File: config.mk
export PLATFORM = sky130hd
export DESIGN_NAME = bcyc_sequencer
export DESIGN_NICKNAME = d
export VERILOG_FILES = /design/src/rtl/bcyc_pkg.sv /design/src/rtl/bcyc_fsm.sv /design/src/rtl/bcyc_req_latch.sv /design/src/rtl/bcyc_pin_decode.sv /design/src/rtl/bcyc_sequencer.sv
export SDC_FILE = /design/constraint.sdc
export NUM_CORES = 1
export LEC_CHECK = 0
export BUFFER_PORTS_ARGS = -buffer_cell sky130_fd_sc_hd__buf_2
export CAP_MARGIN = 10
export CORE_ASPECT_RATIO = 2
export CORE_UTILIZATION = 47
export DETAILED_ROUTE_END_ITERATION = 8
export GPL_ROUTABILITY_DRIVEN = 0
export HOLD_SLACK_MARGIN = 0.15
export PLACE_DENSITY_LB_ADDON = 0.2
export SLEW_MARGIN = 40
export SYNTH_ARGS = -nofsm -noshare
export SYNTH_HDL_FRONTEND = slang
export SYNTH_SLANG_ARGS = --single-unit
File: constraint.sdc
create_clock -name clk -period 1.9 [get_ports clk]
set_input_delay 0.095 -clock clk [delete_from_list [all_inputs] [get_ports clk]]
set_output_delay 0.095 -clock clk [all_outputs]
set_load 0.02 [all_outputs]
File: src/rtl/bcyc_pkg.sv
// Shared types for the bus cycle sequencer.
// Assumes: one state per clock phase of a bus cycle.
package bcyc_pkg;

    // Phases of a bus cycle plus idle
    typedef enum logic [2:0] {
        ST_IDLE = 3'd0,  // no cycle running
        ST_ADR  = 3'd1,  // address on the shared lines, latch pulse
        ST_STB  = 3'd2,  // strobe asserted, address removed
        ST_SMP  = 3'd3,  // ready sampled at the end of this phase
        ST_WT   = 3'd4,  // wait phase, repeats while ready is low
        ST_FIN  = 3'd5   // strobes released, completion pulse
    } bstate_e;

endpackage

File: src/rtl/bcyc_fsm.sv
// Phase sequencer: steps idle -> address -> strobe -> sample -> (wait)* -> finish.
// Assumes: slave ready is synchronous to clk; requests may arrive in idle or finish.
module bcyc_fsm
    import bcyc_pkg::*;
(
    input  logic    clk,
    input  logic    rst_n,
    input  logic    req_valid,
    input  logic    slave_rdy,
    output bstate_e state_q,
    output logic    req_ready,
    output logic    accept,
    output logic    capture
);

    bstate_e state_d;

    // Request can be taken only when no cycle is in its active phases
    assign req_ready = (state_q == ST_IDLE) || (state_q == ST_FIN);
    assign accept    = req_valid && req_ready;
    // Read data is valid at the edge that ends the sample or wait phase with ready high
    assign capture   = ((state_q == ST_SMP) || (state_q == ST_WT)) && slave_rdy;

    // Next-phase selection
    always_comb begin
        state_d = state_q;
        case (state_q)
            ST_IDLE: state_d = req_valid ? ST_ADR : ST_IDLE;
            ST_ADR:  state_d = ST_STB;
            ST_STB:  state_d = ST_SMP;
            ST_SMP:  state_d = slave_rdy ? ST_FIN : ST_WT;
            ST_WT:   state_d = slave_rdy ? ST_FIN : ST_WT;
            ST_FIN:  state_d = req_valid ? ST_ADR : ST_IDLE;
            default: state_d = ST_IDLE;
        endcase
    end

    // Phase register with synchronous active-low reset
    always_ff @(posedge clk) begin
        if (!rst_n) state_q <= ST_IDLE;
        else        state_q <= state_d;
    end

endmodule

File: src/rtl/bcyc_req_latch.sv
// Holds the accepted request for the life of a cycle and captures read data.
// Assumes: accept and capture come from the phase sequencer; DATA_W <= ADDR_W.
module bcyc_req_latch #(
    parameter int ADDR_W = 16,
    parameter int DATA_W = 8
) (
    input  logic              clk,
    input  logic              rst_n,
    input  logic              accept,
    input  logic              capture,
    input  logic              req_write,
    input  logic              req_io,
    input  logic [ADDR_W-1:0] req_addr,
    input  logic [DATA_W-1:0] req_wdata,
    input  logic [ADDR_W-1:0] bus_in,
    output logic              write_q,
    output logic              io_q,
    output logic [ADDR_W-1:0] addr_q,
    output logic [DATA_W-1:0] wdata_q,
    output logic [DATA_W-1:0] rdata_q
);

    // Request fields are sampled only at acceptance
    always_ff @(posedge clk) begin
        if (!rst_n) begin
            write_q <= 1'b0;
            io_q    <= 1'b0;
            addr_q  <= '0;
            wdata_q <= '0;
        end else if (accept) begin
            write_q <= req_write;
            io_q    <= req_io;
            addr_q  <= req_addr;
            wdata_q <= req_wdata;
        end
    end

    // Read data capture on the ready edge of a read cycle
    always_ff @(posedge clk) begin
        if (!rst_n)                  rdata_q <= '0;
        else if (capture && !write_q) rdata_q <= bus_in[DATA_W-1:0];
    end

endmodule

File: src/rtl/bcyc_pin_decode.sv
// Decodes the pin levels of the bus from the current phase and the held request.
// Assumes: pins are pure functions of registered state, so they change only after clock edges.
module bcyc_pin_decode
    import bcyc_pkg::*;
#(
    parameter int ADDR_W = 16,
    parameter int DATA_W = 8
) (
    input  bstate_e           state_q,
    input  logic              write_q,
    input  logic              io_q,
    input  logic [ADDR_W-1:0] addr_q,
    input  logic [DATA_W-1:0] wdata_q,
    output logic              addr_strobe,
    output logic              rd_strb_n,
    output logic              wr_strb_n,
    output logic              xcvr_en_n,
    output logic              xcvr_dir,
    output logic              space_io,
    output logic [ADDR_W-1:0] bus_out,
    output logic              bus_oe,
    output logic              rsp_done
);

    localparam int PAD_W = ADDR_W - DATA_W;

    logic [ADDR_W-1:0] wdata_lane;
    logic              busy;
    logic              strobing;

    // Place write data on the low lines; the padding variant depends on the widths
    generate
        if (PAD_W > 0) begin : g_pad
            assign wdata_lane = {{PAD_W{1'b0}}, wdata_q};
        end else begin : g_nopad
            assign wdata_lane = wdata_q[ADDR_W-1:0];
        end
    endgenerate

    assign busy     = (state_q != ST_IDLE);
    assign strobing = (state_q == ST_STB) || (state_q == ST_SMP) || (state_q == ST_WT);

    // Pin levels per phase
    always_comb begin
        addr_strobe = (state_q == ST_ADR);
        rd_strb_n   = !(strobing && !write_q);
        wr_strb_n   = !(strobing && write_q);
        xcvr_en_n   = !strobing;
        xcvr_dir    = busy && write_q;
        space_io    = busy && io_q;
        rsp_done    = (state_q == ST_FIN);
        bus_oe      = (state_q == ST_ADR) || (strobing && write_q);
        if (state_q == ST_ADR)          bus_out = addr_q;
        else if (strobing && write_q)   bus_out = wdata_lane;
        else                            bus_out = '0;
    end

endmodule

File: src/rtl/bcyc_sequencer.sv
// Top of the multiplexed bus cycle sequencer.
// Assumes: one request at a time, accepted in idle or in the finish phase;
// an external tri-state buffer uses bus_out/bus_oe and feeds back bus_in.
module bcyc_sequencer
    import bcyc_pkg::*;
#(
    parameter int ADDR_W = 16,
    parameter int DATA_W = 8
) (
    input  logic              clk,
    input  logic              rst_n,
    input  logic              req_valid,
    input  logic              req_write,
    input  logic              req_io,
    input  logic [ADDR_W-1:0] req_addr,
    input  logic [DATA_W-1:0] req_wdata,
    output logic              req_ready,
    output logic [DATA_W-1:0] rsp_rdata,
    output logic              rsp_done,
    input  logic [ADDR_W-1:0] bus_in,
    output logic [ADDR_W-1:0] bus_out,
    output logic              bus_oe,
    input  logic              slave_rdy,
    output logic              addr_strobe,
    output logic              rd_strb_n,
    output logic              wr_strb_n,
    output logic              xcvr_en_n,
    output logic              xcvr_dir,
    output logic              space_io
);

    bstate_e           state_q;
    logic              accept;
    logic              capture;
    logic              write_q;
    logic              io_q;
    logic [ADDR_W-1:0] addr_q;
    logic [DATA_W-1:0] wdata_q;

    bcyc_fsm u_fsm (
        .clk       (clk),
        .rst_n     (rst_n),
        .req_valid (req_valid),
        .slave_rdy (slave_rdy),
        .state_q   (state_q),
        .req_ready (req_ready),
        .accept    (accept),
        .capture   (capture)
    );

    bcyc_req_latch #(.ADDR_W(ADDR_W), .DATA_W(DATA_W)) u_latch (
        .clk       (clk),
        .rst_n     (rst_n),
        .accept    (accept),
        .capture   (capture),
        .req_write (req_write),
        .req_io    (req_io),
        .req_addr  (req_addr),
        .req_wdata (req_wdata),
        .bus_in    (bus_in),
        .write_q   (write_q),
        .io_q      (io_q),
        .addr_q    (addr_q),
        .wdata_q   (wdata_q),
        .rdata_q   (rsp_rdata)
    );

    bcyc_pin_decode #(.ADDR_W(ADDR_W), .DATA_W(DATA_W)) u_pins (
        .state_q     (state_q),
        .write_q     (write_q),
        .io_q        (io_q),
        .addr_q      (addr_q),
        .wdata_q     (wdata_q),
        .addr_strobe (addr_strobe),
        .rd_strb_n   (rd_strb_n),
        .wr_strb_n   (wr_strb_n),
        .xcvr_en_n   (xcvr_en_n),
        .xcvr_dir    (xcvr_dir),
        .space_io    (space_io),
        .bus_out     (bus_out),
        .bus_oe      (bus_oe),
        .rsp_done    (rsp_done)
    );

endmodule

---- Word level (Yosys, flattened, before mapping) ----
Cells that the tools add are included.
operators by class
  equal/unequal tests ..................... 5
  muxes and demuxes ....................... 5
  reductions and logical operators ........ 20
operators with widths
  operator                                                               number
  16-bit 2-to-1 mux                                                      1
  3-bit one-hot mux with 4 select lines                                  1
  8-bit 2-to-1 mux                                                       1
  1-bit logical AND                                                      7
  3-bit by 2-bit equality test with 1-bit output, second input constant  2
  3-bit equality test, second input constant                             2
  1-bit logical OR                                                       5
  1-bit logical NOT                                                      4
  2-bit OR reduction                                                     2
  3-bit by 1-bit equality test with 1-bit output, second input constant  1
  3-bit logical NOT                                                      1
  3-bit nonzero test                                                     1
  1-bit 2-to-1 mux                                                       2
storage, ports and cells
  register bits ........................... 37
  input port bits ......................... 46
  output and inout bits ................... 33
  logic and storage cells ................. 36

---- Depth between registers and ports, before layout ----
Gate-level depths: netlist of run 1.
  depth in word-level cells ............... 6
  gate-level depth with buffers ........... 6
  gate-level depth less buffers ........... 4

---- Modules after synthesis ----
Synthesis of run 1 repeated with hierarchy kept, for this count alone.
second synthesis, totals
  cells, all modules ...................... 201
  area total of the unflattened synthesis .. 1,973.1 um2
modules (own cells, without submodules)
  module           instances  cells an instance  area an instance (um2)
  bcyc_req_latch   1          119                1,323.8
  bcyc_pin_decode  1          62                 474.2
  bcyc_fsm         1          20                 175.2

---- Least setup slack after synthesis of run 1 ----
Ideal clock, no wire load.
  path type ............................... flip-flop to output port
  start point ............................. reg u_fsm.state_q[0]
  end point ............................... out bus_oe
  arrival time ............................ 1,387 ps
  required time ........................... 1,805 ps
  slack ................................... 418 ps
  cell stages (with the launch flop) ...... 6
  cells stage by stage .................... dfxtp_1 -> buf_6 -> or3b_4 -> a21oi_4 -> inv_2 -> nand2b_1
on the way
  longest elaborated chain between the ends .. 5
RTL lines
  what                                            line                   RTL
  start: declaration                              bcyc_fsm.sv:10         output bstate_e state_q,
  start signal: assignment                        bcyc_fsm.sv:41         else state_q <= state_d;
  3-bit by 2-bit equality test with 1-bit output  bcyc_pin_decode.sv:41  assign strobing = (state_q == ST_STB) || (state_q == ST_SMP) || (state_q == ST_WT);
  1-bit logical OR (2 in series)                  bcyc_pin_decode.sv:41
  1-bit logical AND                               bcyc_pin_decode.sv:52  bus_oe = (state_q == ST_ADR) || (strobing && write_q);
  1-bit logical OR (*)                            bcyc_pin_decode.sv:52
  end: declaration                                bcyc_sequencer.sv:22   output logic bus_oe,
Every way passes the cells marked *; elsewhere a longest branch is shown, timed or not.

---- Worst setup path in the final report of run 1 ----
  start point ............................. reg u_fsm.state_q[0]
  end point ............................... out bus_out[12]
on the way
  longest elaborated chain between the ends .. 2
RTL lines
  what                                            line                   RTL
  3-bit by 1-bit equality test with 1-bit output  bcyc_pin_decode.sv:53  if (state_q == ST_ADR) bus_out = addr_q;
  16-bit 2-to-1 mux                               bcyc_pin_decode.sv:53
  end: declaration                                bcyc_sequencer.sv:21   output logic [ADDR_W-1:0] bus_out,
No other way between the ends.

==> impl_metrics.toml, run 1 <==
[status]
status = "completed"

[layout]
antenna_cells = 0
final_util_pct = 73.01
layout.nets = 353
areaGrowthSynthToFinish_pct = 48.34
final_layout_size_suffix_gt1_share_pct = 29.97
design_area_um2 = 2634

[detailed_routing]
via_per_inst = 4.699
wl_um = 4224
drtIter0Drc = 19
drc = 0
ant_nets = 0
via_count = 1673
wl_per_cell_um = 11.87
drt_first_pass_iters = 4

[timing]
layout_min_cycle_time_ns = 1.775
whs_ns = 0.3325
rsz0062_at_grt = "false"
drv_slew = 0
fin_tns_setup_ns = 0
hold_viol_final = 0
tightest_slew_ns = 0.5498
timing.final.crit_share_pct = 93.40
fin_skew_ns = 0.002985
slew_headroom_pct = 63.35
timing.fmax_ghz = 0.5635
setup_viol = 0

[floorplan]
core_area_um2 = 3607
fp.dieH_um = 88.92
start_util_pct = 49.22
fp.dieW_um = 45.46
rows = 31
ioPinCount = 79
fp.dieArea_um2 = 4042

[clock_network]
cts_buffer_depth = 2
cts_root_buf = "clkbuf_8"
ctsResizeCount = 0
cts_buffers = 5
clk_latency_ns = 0.28
htree_levels = 2
clk_pin_slew_worst_paths_ns = 0.07
cts.sinks = 37
cts_tree = "built"

[critical_path]
required_ns = 1.80
path_delay_family = "buffers and inverters"
cp-start-kind = "flop"
crit_path_end_kind = "primary output"
worstReg2RegEnd = "u_fsm.state_q[0]"
critPathSlowestCell = "dfxtp_1"
crit_buf_inv = 3
critPathMaxFanout = 16
arrival_ns = 1.68
path_class = "flop to primary output"
slowest_delay_ns = 0.42
regToRegSetupSlack_ns = 0.19
worst-r2r-cell-count = 5
crit_chain = "buf_4 > nor3b_2 > buf_4 > and2_1 > buf_2"
cp_common_cell = "buf_4"
r2r_start = "u_fsm.state_q[1]"

[yosys]
yosysWarnings = 0
synth_cell_type_count = 29
async_flop_share_pct = 0
synth.largest_area_cell = "dfxtp_1"
netlist_area_um2 = 1775
yosys-top-cells-count = "nand2_1 (69), dfxtp_1 (37), mux2i_1 (34), a22o_1 (8), and2_1 (8)"
syn-num-nets = 247
synth_top_cell_area_share_pct = 41.72
synth-edff-count = 0
synth-seq-cells = 37
ys_seq_area_share_pct = 41.72
synth_cells = 201
yosysMostFrequentCell = "nand2_1"
ys_top_cells_by_area = "dfxtp_1 (42%), mux2i_1 (19%), nand2_1 (15%)"
synth.avg_cell_area_um2 = 8.833
ys.flop_type = "dfxtp_1"

[power_and_ir_drop]
vdd_drop_max_uv = 683.9
p_leak_nw = 1.228
p_per_area_nw_per_um2 = 800.6

[placement]
port_buffers = 70
dpl.hpwl_um = 2584
placed_cell_area_um2 = 2167

[min_path]
holdPathEnd = "u_latch.addr_q[14]"
hp-class = "input port to flop"
hold_depth = 3
hold_path.startpoint = "rst_n"

[global_routing]
grt-ovfl-total = 0
grt_pass1_vias = 1553
grt_pass1_wl_um = 6499
grt_use_total_pct = 22.15
antenna_found_initial = 0
grt_max_degree = 39

[job]
maxCapViolations = 0
[worst register-to-register path: stages (launching register included)]
cell,delay (ns)
dfxtp_1,0.34
buf_4,0.18
and3b_2,0.23
o21ai_0,0.18
a31oi_1,0.12
dlygate4sd3_1,0.56
[metrics by stage]
stage / instances / setup WS (ns) / power [mW]
after global placement: 312 / 0.3431 / 1.512
final: 356 / 0.1253 / 2.109
after floorplan: 201 / 0.4180 / 1.357
after global routing: 356 / 0.01126 / 2.230
after detailed placement: 312 / 0.3434 / 1.520
after CTS: 355 / 0.02768 / 2.124
[worst max path at each step]
| stage | start | endpoint | slack [ns] | cells after the start |
|---|---|---|---|---|
| 2_1_floorplan | u_fsm.state_q[0] | bus_oe | 0.42 | 5 |
| 3_3_place_gp | u_fsm.state_q[0] | bus_out[5] | 0.34 | 4 |
| 6_report | u_fsm.state_q[0] | bus_out[12] | 0.13 | 5 |
| 3_5_place_dp | u_fsm.state_q[0] | bus_out[2] | 0.34 | 4 |
| 4_1_cts | u_fsm.state_q[0] | bus_out[2] | 0.03 | 4 |
| 5_1_grt | u_fsm.state_q[0] | bus_out[12] | 0.01 | 5 |
[kinds of logic after synthesis]
family / share of synthesized area [%]
simple gates: 24.24
xor+xnor: 0.9868
flops: 41.72
buf+inv: 6.413
compound gates: 7.470
mux: 19.17
[final cells by class]
cell class,instances,area (µm²)
Clock buffer,7,86.33
Fill cell,295,973.4
Inverter,3,11.26
Multi-Input combinational cell,146,925.9
Sequential cell,37,740.7
Tap cell,49,61.31
Timing Repair Buffer,114,808.3
[repair_timing]
| item | in CTS | in global routing |
|---|---|---|
| buffers inserted | 0 | 1 |
| endpoints found under the hold margin | 35 | 0 |
| hold buffers | 36 | 0 |
| setup endpoints to repair | 0 | 6 |
[cell usage in the layout (no fill, tap or decap)]
cell,netlist,layout
buf_2,2,70
nand2_1,69,69
dfxtp_1,37,37
dlygate4sd3_1,0,36
mux2i_1,34,34
and2_1,8,8
a22o_1,8,8
clkbuf_8,0,6
buf_4,3,5
nor2_1,4,4
buf_12,0,3
nor3b_2,1,2
nor2b_1,2,2
nand2b_1,2,2
inv_1,2,2
a21oi_4,2,2
o21ai_0,2,2
nor3_1,2,2
nand3b_1,2,2
nor3b_1,2,1
or3b_4,1,1
inv_2,1,1
xor2_1,1,1
and3b_2,1,1
xnor2_1,1,1
a21o_2,1,1
a31oi_1,1,1
a21oi_1,1,1
or2b_1,1,1
clkbuf_1,5,1
[power breakdown]
| group | internal, mW | switching (mW) | leakage (nW) | total, mW |
|---|---|---|---|---|
| logic | 0.317 | 0.343 | 0.881 | 0.660 |
| clock network | 0.287 | 0.249 | 0.0443 | 0.536 |
| registers | 0.864 | 0.0478 | 0.303 | 0.912 |
[sequential cells by signal, indices dropped and copies added, names as in the netlist]
name             cells
u_latch.rdata_q      8
u_latch.io_q         1
u_latch.addr_q      16
u_fsm.state_q        3
u_latch.wdata_q      8
u_latch.write_q      1
[metal layers]
metal | share of wire (%) | global-route usage [%]
met1 | 39 | 23.82
met2 | 55 | 40.13
met3 | 3.8 | 4.242
met4 | 1.6 | 9.091
met5 | 0 | 0
Note: power is estimated with default switching activity, not from simulation.
==> run 2: changes to the inputs <==
CORE_UTILIZATION = 48   (was 47)
SYNTH_HIERARCHICAL = 1   (was default)
==> run 2 against run 1 <==
Compared with the run above:
- largest cell class unchanged
- via count grew 6.6%
- sequential power hardly changed
- design area is 3.5% higher
- largest power group unchanged
- clock skew about the same
- synthesized area up 11%
- fmax is 0.17% lower
- combinational power up 5.9%
- first-iteration DRC count up 37%
- critical path type unchanged
==> impl_metrics.toml, run 2 <==
[critical_path]
critPathSlowestCell = "or2_2"
required_ns = 1.80
crit_chain = "buf_4 > or2_2 > o221ai_2 > buf_2"
crit_buf_inv = 2
path_class = "flop to primary output"
crit_path_end_kind = "primary output"
regToRegSetupSlack_ns = 0.37
cp-start-kind = "flop"
worstReg2RegEnd = "u_latch/addr_q[9]"
path_delay_family = "simple AND/OR/NAND/NOR gates"
r2r_start = "u_fsm/state_q[2]"
critPathMaxFanout = 12
slowest_delay_ns = 0.44
worst-r2r-cell-count = 6
arrival_ns = 1.68

[placement]
dpl.hpwl_um = 3011
pre_cts_ws_ns = 0.2808
dp_cells = 313
placed_cell_area_um2 = 2301
port_buffers = 70

[min_path]
holdPathEnd = "u_fsm/state_q[0]"
hold_depth = 4
hp-class = "input port to flop"
hold_path.startpoint = "req_valid"

[yosys]
synth_top_cell_area_share_pct = 37.54
synth.avg_cell_area_um2 = 9.817
async_flop_share_pct = 0
synth-edff-count = 0
ys.flop_type = "dfxtp_1"
yosys-top-cells-count = "dfxtp_1 (37), mux2i_1 (36), nand2_1 (34), nor2b_1 (27)"
synth-seq-cells = 37
yosysMostFrequentCell = "dfxtp_1"
synth.largest_area_cell = "dfxtp_1"
synth_cell_type_count = 29
ys_seq_area_share_pct = 37.54
yosysWarnings = 6
ys_top_cells_by_area = "dfxtp_1 (38%), mux2i_1 (18%), nor2b_1 (8.6%)"
netlist_area_um2 = 1973
synth_cells = 201
syn-num-nets = 247

[detailed_routing]
via_per_inst = 5.023
drtIter0Drc = 26
wl_per_cell_um = 13.35
drt_first_pass_iters = 4
drc = 0
via_count = 1783
ant_nets = 0
wl_um = 4739

[clock_network]
cts_buffer_depth = 2
htree_levels = 2
clk_pin_slew_worst_paths_ns = 0.07
cts_tree = "built"
cts_buffers = 5
clk_latency_ns = 0.28
cts.sinks = 37
cts_root_buf = "clkbuf_8"

[layout]
layout.nets = 349
final_util_pct = 70.20
areaGrowthSynthToFinish_pct = 38.17
antenna_cells = 0
largest_reg_flops = 16
final_cell_mix = "buf_2 (70), dfxtp_1 (37), mux2i_1 (36), dlygate4sd3_1 (34), nand2_1 (34)"
mostFrequentLayoutCell = "buf_2"
final_layout_size_suffix_gt1_share_pct = 31.58
reg_top3 = "u_latch/addr_q (16), u_latch/rdata_q (8), u_latch/wdata_q (8)"
top_register = "u_latch/addr_q"
final_cells = 355
design_area_um2 = 2726
fill_cells = 317

[power_and_ir_drop]
p_per_area_nw_per_um2 = 779.8
vdd_drop_max_uv = 671.8
p_leak_nw = 1.199

[timing]
slew_headroom_pct = 55.25
setup_viol = 0
timing.final.crit_share_pct = 93.57
finalWorstSetupSlack_ns = 0.1222
rsz0062_at_grt = "false"
fin_tns_setup_ns = 0
fin_skew_ns = 0.003080
drv_slew = 0
tightest_slew_ns = 0.6712
timing.fmax_ghz = 0.5625
hold_viol_final = 0
layout_min_cycle_time_ns = 1.778

[floorplan]
core_area_um2 = 3884
start_util_pct = 50.81
rows = 32
ioPinCount = 79
fp.dieW_um = 47.34
fp.dieH_um = 92.67
fp.dieArea_um2 = 4387

[global_routing]
grt-ovfl-total = 0
antenna_found_initial = 0
grt_pass1_wl_um = 7362
grt_use_total_pct = 22.97
grt_pass1_vias = 1815
grt_max_degree = 46

[job]
maxCapViolations = 0

[status]
status = "completed"
run 2: changes by cell type after synthesis, moves of 3 or more:
cell | before | now
nand2_1 | 69 | 34
and3_1 | 0 | 8
o21a_1 | 0 | 3
and2_1 | 8 | 4
a22o_1 | 8 | 0
buf_4 | 3 | 0
o221ai_2 | 0 | 8
nand4b_1 | 0 | 8
nor2b_1 | 2 | 27
run 2: cell type report:
| class | instances | area, µm² | area share (%) |
|---|---|---|---|
| multi-input cells | 147 | 1079 | 39.56 |
| repair buffers | 112 | 763.2 | 27.99 |
| flip-flops and latches | 37 | 740.7 | 27.17 |
| clock buffers | 8 | 80.08 | 2.937 |
| well taps | 51 | 63.81 | 2.341 |
run 2: logic make-up (layout without fill, tap and decap cells):
group	after synthesis	in the layout	share of synthesized area (%)
multiplexers	36	36	18.26
flip-flops	37	37	37.54
AO/OA/AOI/OAI	17	17	9.258
buffers and inverters	17	120	8.053
AND/OR/NAND/NOR	92	92	26.00
XOR/XNOR	2	2	0.8879
run 2: stage by stage:
step / hold WS (ns) / power [mW]
2_1_floorplan: 0.2125 / 1.442
3_3_place_gp: 0.3417 / 1.559
3_5_place_dp: 0.3521 / 1.568
4_1_cts: 0.1894 / 2.139
5_1_grt: 0.2348 / 2.238
6_report: 0.1961 / 2.126
run 2: what timing repair did:
| action | CTS | global route |
|---|---|---|
| pin swaps | 0 | 0 |
| endpoints found under the setup margin | 8 | 18 |
| hold buffers | 34 | 0 |
| buffers inserted | 0 | 0 |
| hold endpoints to repair | 34 | 0 |
| resized for setup | 1 | 2 |
run 2: routing by layer:
| layer | vias to the layer above | wire (µm) | track usage, % |
|---|---|---|---|
| met2 | 62 | 2539 | 44.18 |
| met4 | 0 | 108 | 8.810 |
| met3 | 11 | 221 | 4.873 |
| li1 | 892 | - | - |
| met5 | - | 0 | 0 |
| met1 | 818 | 1871 | 20.71 |
run 2: worst max path at each step:
stage / startpoint / endpoint / slack, ns / depth (start not counted)
floorplan: u_fsm/state_q[0] / u_latch/addr_q[0] / 0.24 / 8
global placement: u_fsm/state_q[2] / bus_out[7] / 0.31 / 3
detailed placement: u_fsm/state_q[2] / bus_out[2] / 0.28 / 3
CTS: u_fsm/state_q[2] / bus_out[2] / 0.01 / 4
global route: u_fsm/state_q[2] / bus_out[5] / 0.05 / 4
finish: u_fsm/state_q[2] / bus_out[2] / 0.12 / 4
run 2: where the power goes:
part | switching [mW] | internal [mW]
sequential | 0.0577 | 0.854
clock | 0.255 | 0.261
combinational | 0.370 | 0.329
run 2: worst min-delay path: stages:
cell and delay [ns]:
buf_2 0.10, mux2i_1 0.06, nor2_1 0.09, o21a_1 0.10
==> run 3: changes to the inputs <==
CORE_ASPECT_RATIO = default   (was 2)
==> run 3 against run 2 <==
Compared with the run above:
- critical path depth unchanged
- highest routed layer unchanged
- utilization increased by 1.7 points
- worst hold slack worse by 0.0037 ns
- largest power group unchanged
- fmax shrank 0.58%
==> impl_metrics.toml, run 3 (same netlist as run 2, synthesis figures left out) <==
[layout]
mostFrequentLayoutCell = "buf_2"
layout.nets = 350
reg_top3 = "u_latch/addr_q (16), u_latch/rdata_q (8), u_latch/wdata_q (8)"
antenna_cells = 0
final_layout_size_suffix_gt1_share_pct = 32.13
final_cells = 353
largest_reg_flops = 16
top_register = "u_latch/addr_q"
areaGrowthSynthToFinish_pct = 38.36
fill_cells = 304
final_cell_mix = "buf_2 (70), dfxtp_1 (37), mux2i_1 (36), dlygate4sd3_1 (34), nand2_1 (34)"

[global_routing]
grt-ovfl-total = 0
grt_pass1_wl_um = 7638
grt_use_total_pct = 23.22
grt_max_degree = 46
grt_pass1_vias = 1749
antenna_found_initial = 0

[critical_path]
arrival_ns = 1.69
cp-start-kind = "flop"
crit_start = "u_fsm/state_q[2]"
regToRegSetupSlack_ns = 0.33
path_class = "flop to primary output"
r2r_start = "u_fsm/state_q[1]"
required_ns = 1.80
worst-r2r-cell-count = 6
crit_path_end_kind = "primary output"
cp-endpoint = "xcvr_dir"
worstReg2RegEnd = "u_latch/addr_q[0]"
critPathMaxFanout = 12

[timing]
slew_headroom_pct = 56.12
setup_viol = 0
fin_tns_setup_ns = 0
finalWorstSetupSlack_ns = 0.1118
rsz0062_at_grt = "false"
hold_viol_final = 0
layout_min_cycle_time_ns = 1.788
tightest_slew_ns = 0.6582
fin_skew_ns = 0.007540
drv_slew = 0
timing.final.crit_share_pct = 94.11
timing.fmax_ghz = 0.5592

[clock_network]
clk_latency_ns = 0.29
htree_levels = 2
clk_pin_slew_worst_paths_ns = 0.07
cts_tree = "built"
cts_buffer_depth = 2
cts_root_buf = "clkbuf_8"
cts.sinks = 37
cts_buffers = 5

[detailed_routing]
drt_first_pass_iters = 4
wl_per_cell_um = 13.34
via_per_inst = 4.949
ant_nets = 0
drtIter0Drc = 115
drc = 0
wl_um = 4708
via_count = 1747

[floorplan]
rows = 22
start_util_pct = 51.94
core_area_um2 = 3799
fp.dieArea_um2 = 4371
fp.dieW_um = 66.12
fp.dieH_um = 66.12
ioPinCount = 79

[min_path]
hp-class = "input port to flop"

[power_and_ir_drop]
p_leak_nw = 1.208
vdd_drop_max_uv = 464.6
power_mw = 2.147
p_per_area_nw_per_um2 = 786.3

[placement]
port_buffers = 70
dpl.hpwl_um = 2799
dp_cells = 311
pre_cts_ws_ns = 0.2671

[job]
maxCapViolations = 0

[status]
status = "completed"
[run 3: cell count changes in the layout (fill, tap and decap cells not counted)]
| cell | delta |
|---|---|
| clkinv_2 | +2 |
| buf_4 | +1 |
| clkbuf_1 | -2 |
| nor2_2 | -1 |
| nor2_1 | +1 |
[run 3: where the power goes]
part | internal [mW] | switching, mW
Clock | 0.254 | 0.273
Combinational | 0.335 | 0.369
Sequential | 0.853 | 0.0621
[run 3: how the worst min path moves through the flow]
stage / from / endpoint / slack (ns) / depth (start not counted)
finish: req_valid / u_fsm/state_q[0] / 0.19 / 4
global route: req_valid / u_fsm/state_q[0] / 0.24 / 4
CTS: req_valid / u_fsm/state_q[0] / 0.19 / 4
detailed placement: bus_in[4] / u_latch/rdata_q[4] / 0.35 / 3
global placement: bus_in[7] / u_latch/rdata_q[7] / 0.34 / 3
floorplan: rst_n / u_fsm/state_q[0] / 0.21 / 1
[run 3: worst max-delay path, stage by stage (launching register included)]
cell and delay (ns):
dfxtp_1 0.39, buf_4 0.21, or2_2 0.44, o21a_1 0.22, buf_2 0.15
[run 3: layout make-up]
cell class                      instances  area (µm²)  share of cell area [%]
Sequential cell                        37       740.7                   27.13
Timing Repair Buffer                  113       770.7                   28.23
Clock inverter                          2       10.01                  0.3666
Tap cell                               48       60.06                   2.200
Multi-Input combinational cell        147        1076                   39.41
Clock buffer                            6       72.57                   2.658
[run 3: what timing repair did]
item,CTS,global route
buffers inserted,0,0
hold buffers,34,0
resized for setup,2,0
endpoints found under the hold margin,34,0
endpoints found under the setup margin,9,0
[run 3: metrics by stage]
| stage | hold WS, ns | util, % | area, µm² |
|---|---|---|---|
| global route | 0.2418 | 71.87 | 2730 |
| global placement | 0.3423 | 60.67 | 2305 |
| CTS | 0.1931 | 71.87 | 2730 |
| floorplan | 0.2125 | - | 1973 |
| detailed placement | 0.3512 | 60.67 | 2305 |
| finish | 0.1924 | 71.87 | 2730 |
[run 3: metal layers]
layer  share of wire (%)  wire (µm)  vias up  track usage [%]
met5                   0          0        -                0
met3                 4.7        222        8            5.000
met1                  45       2104      801            25.32
met2                  49       2323       44            43.62
met4                 1.2         57        0            7.979
li1                    -          -      894                -
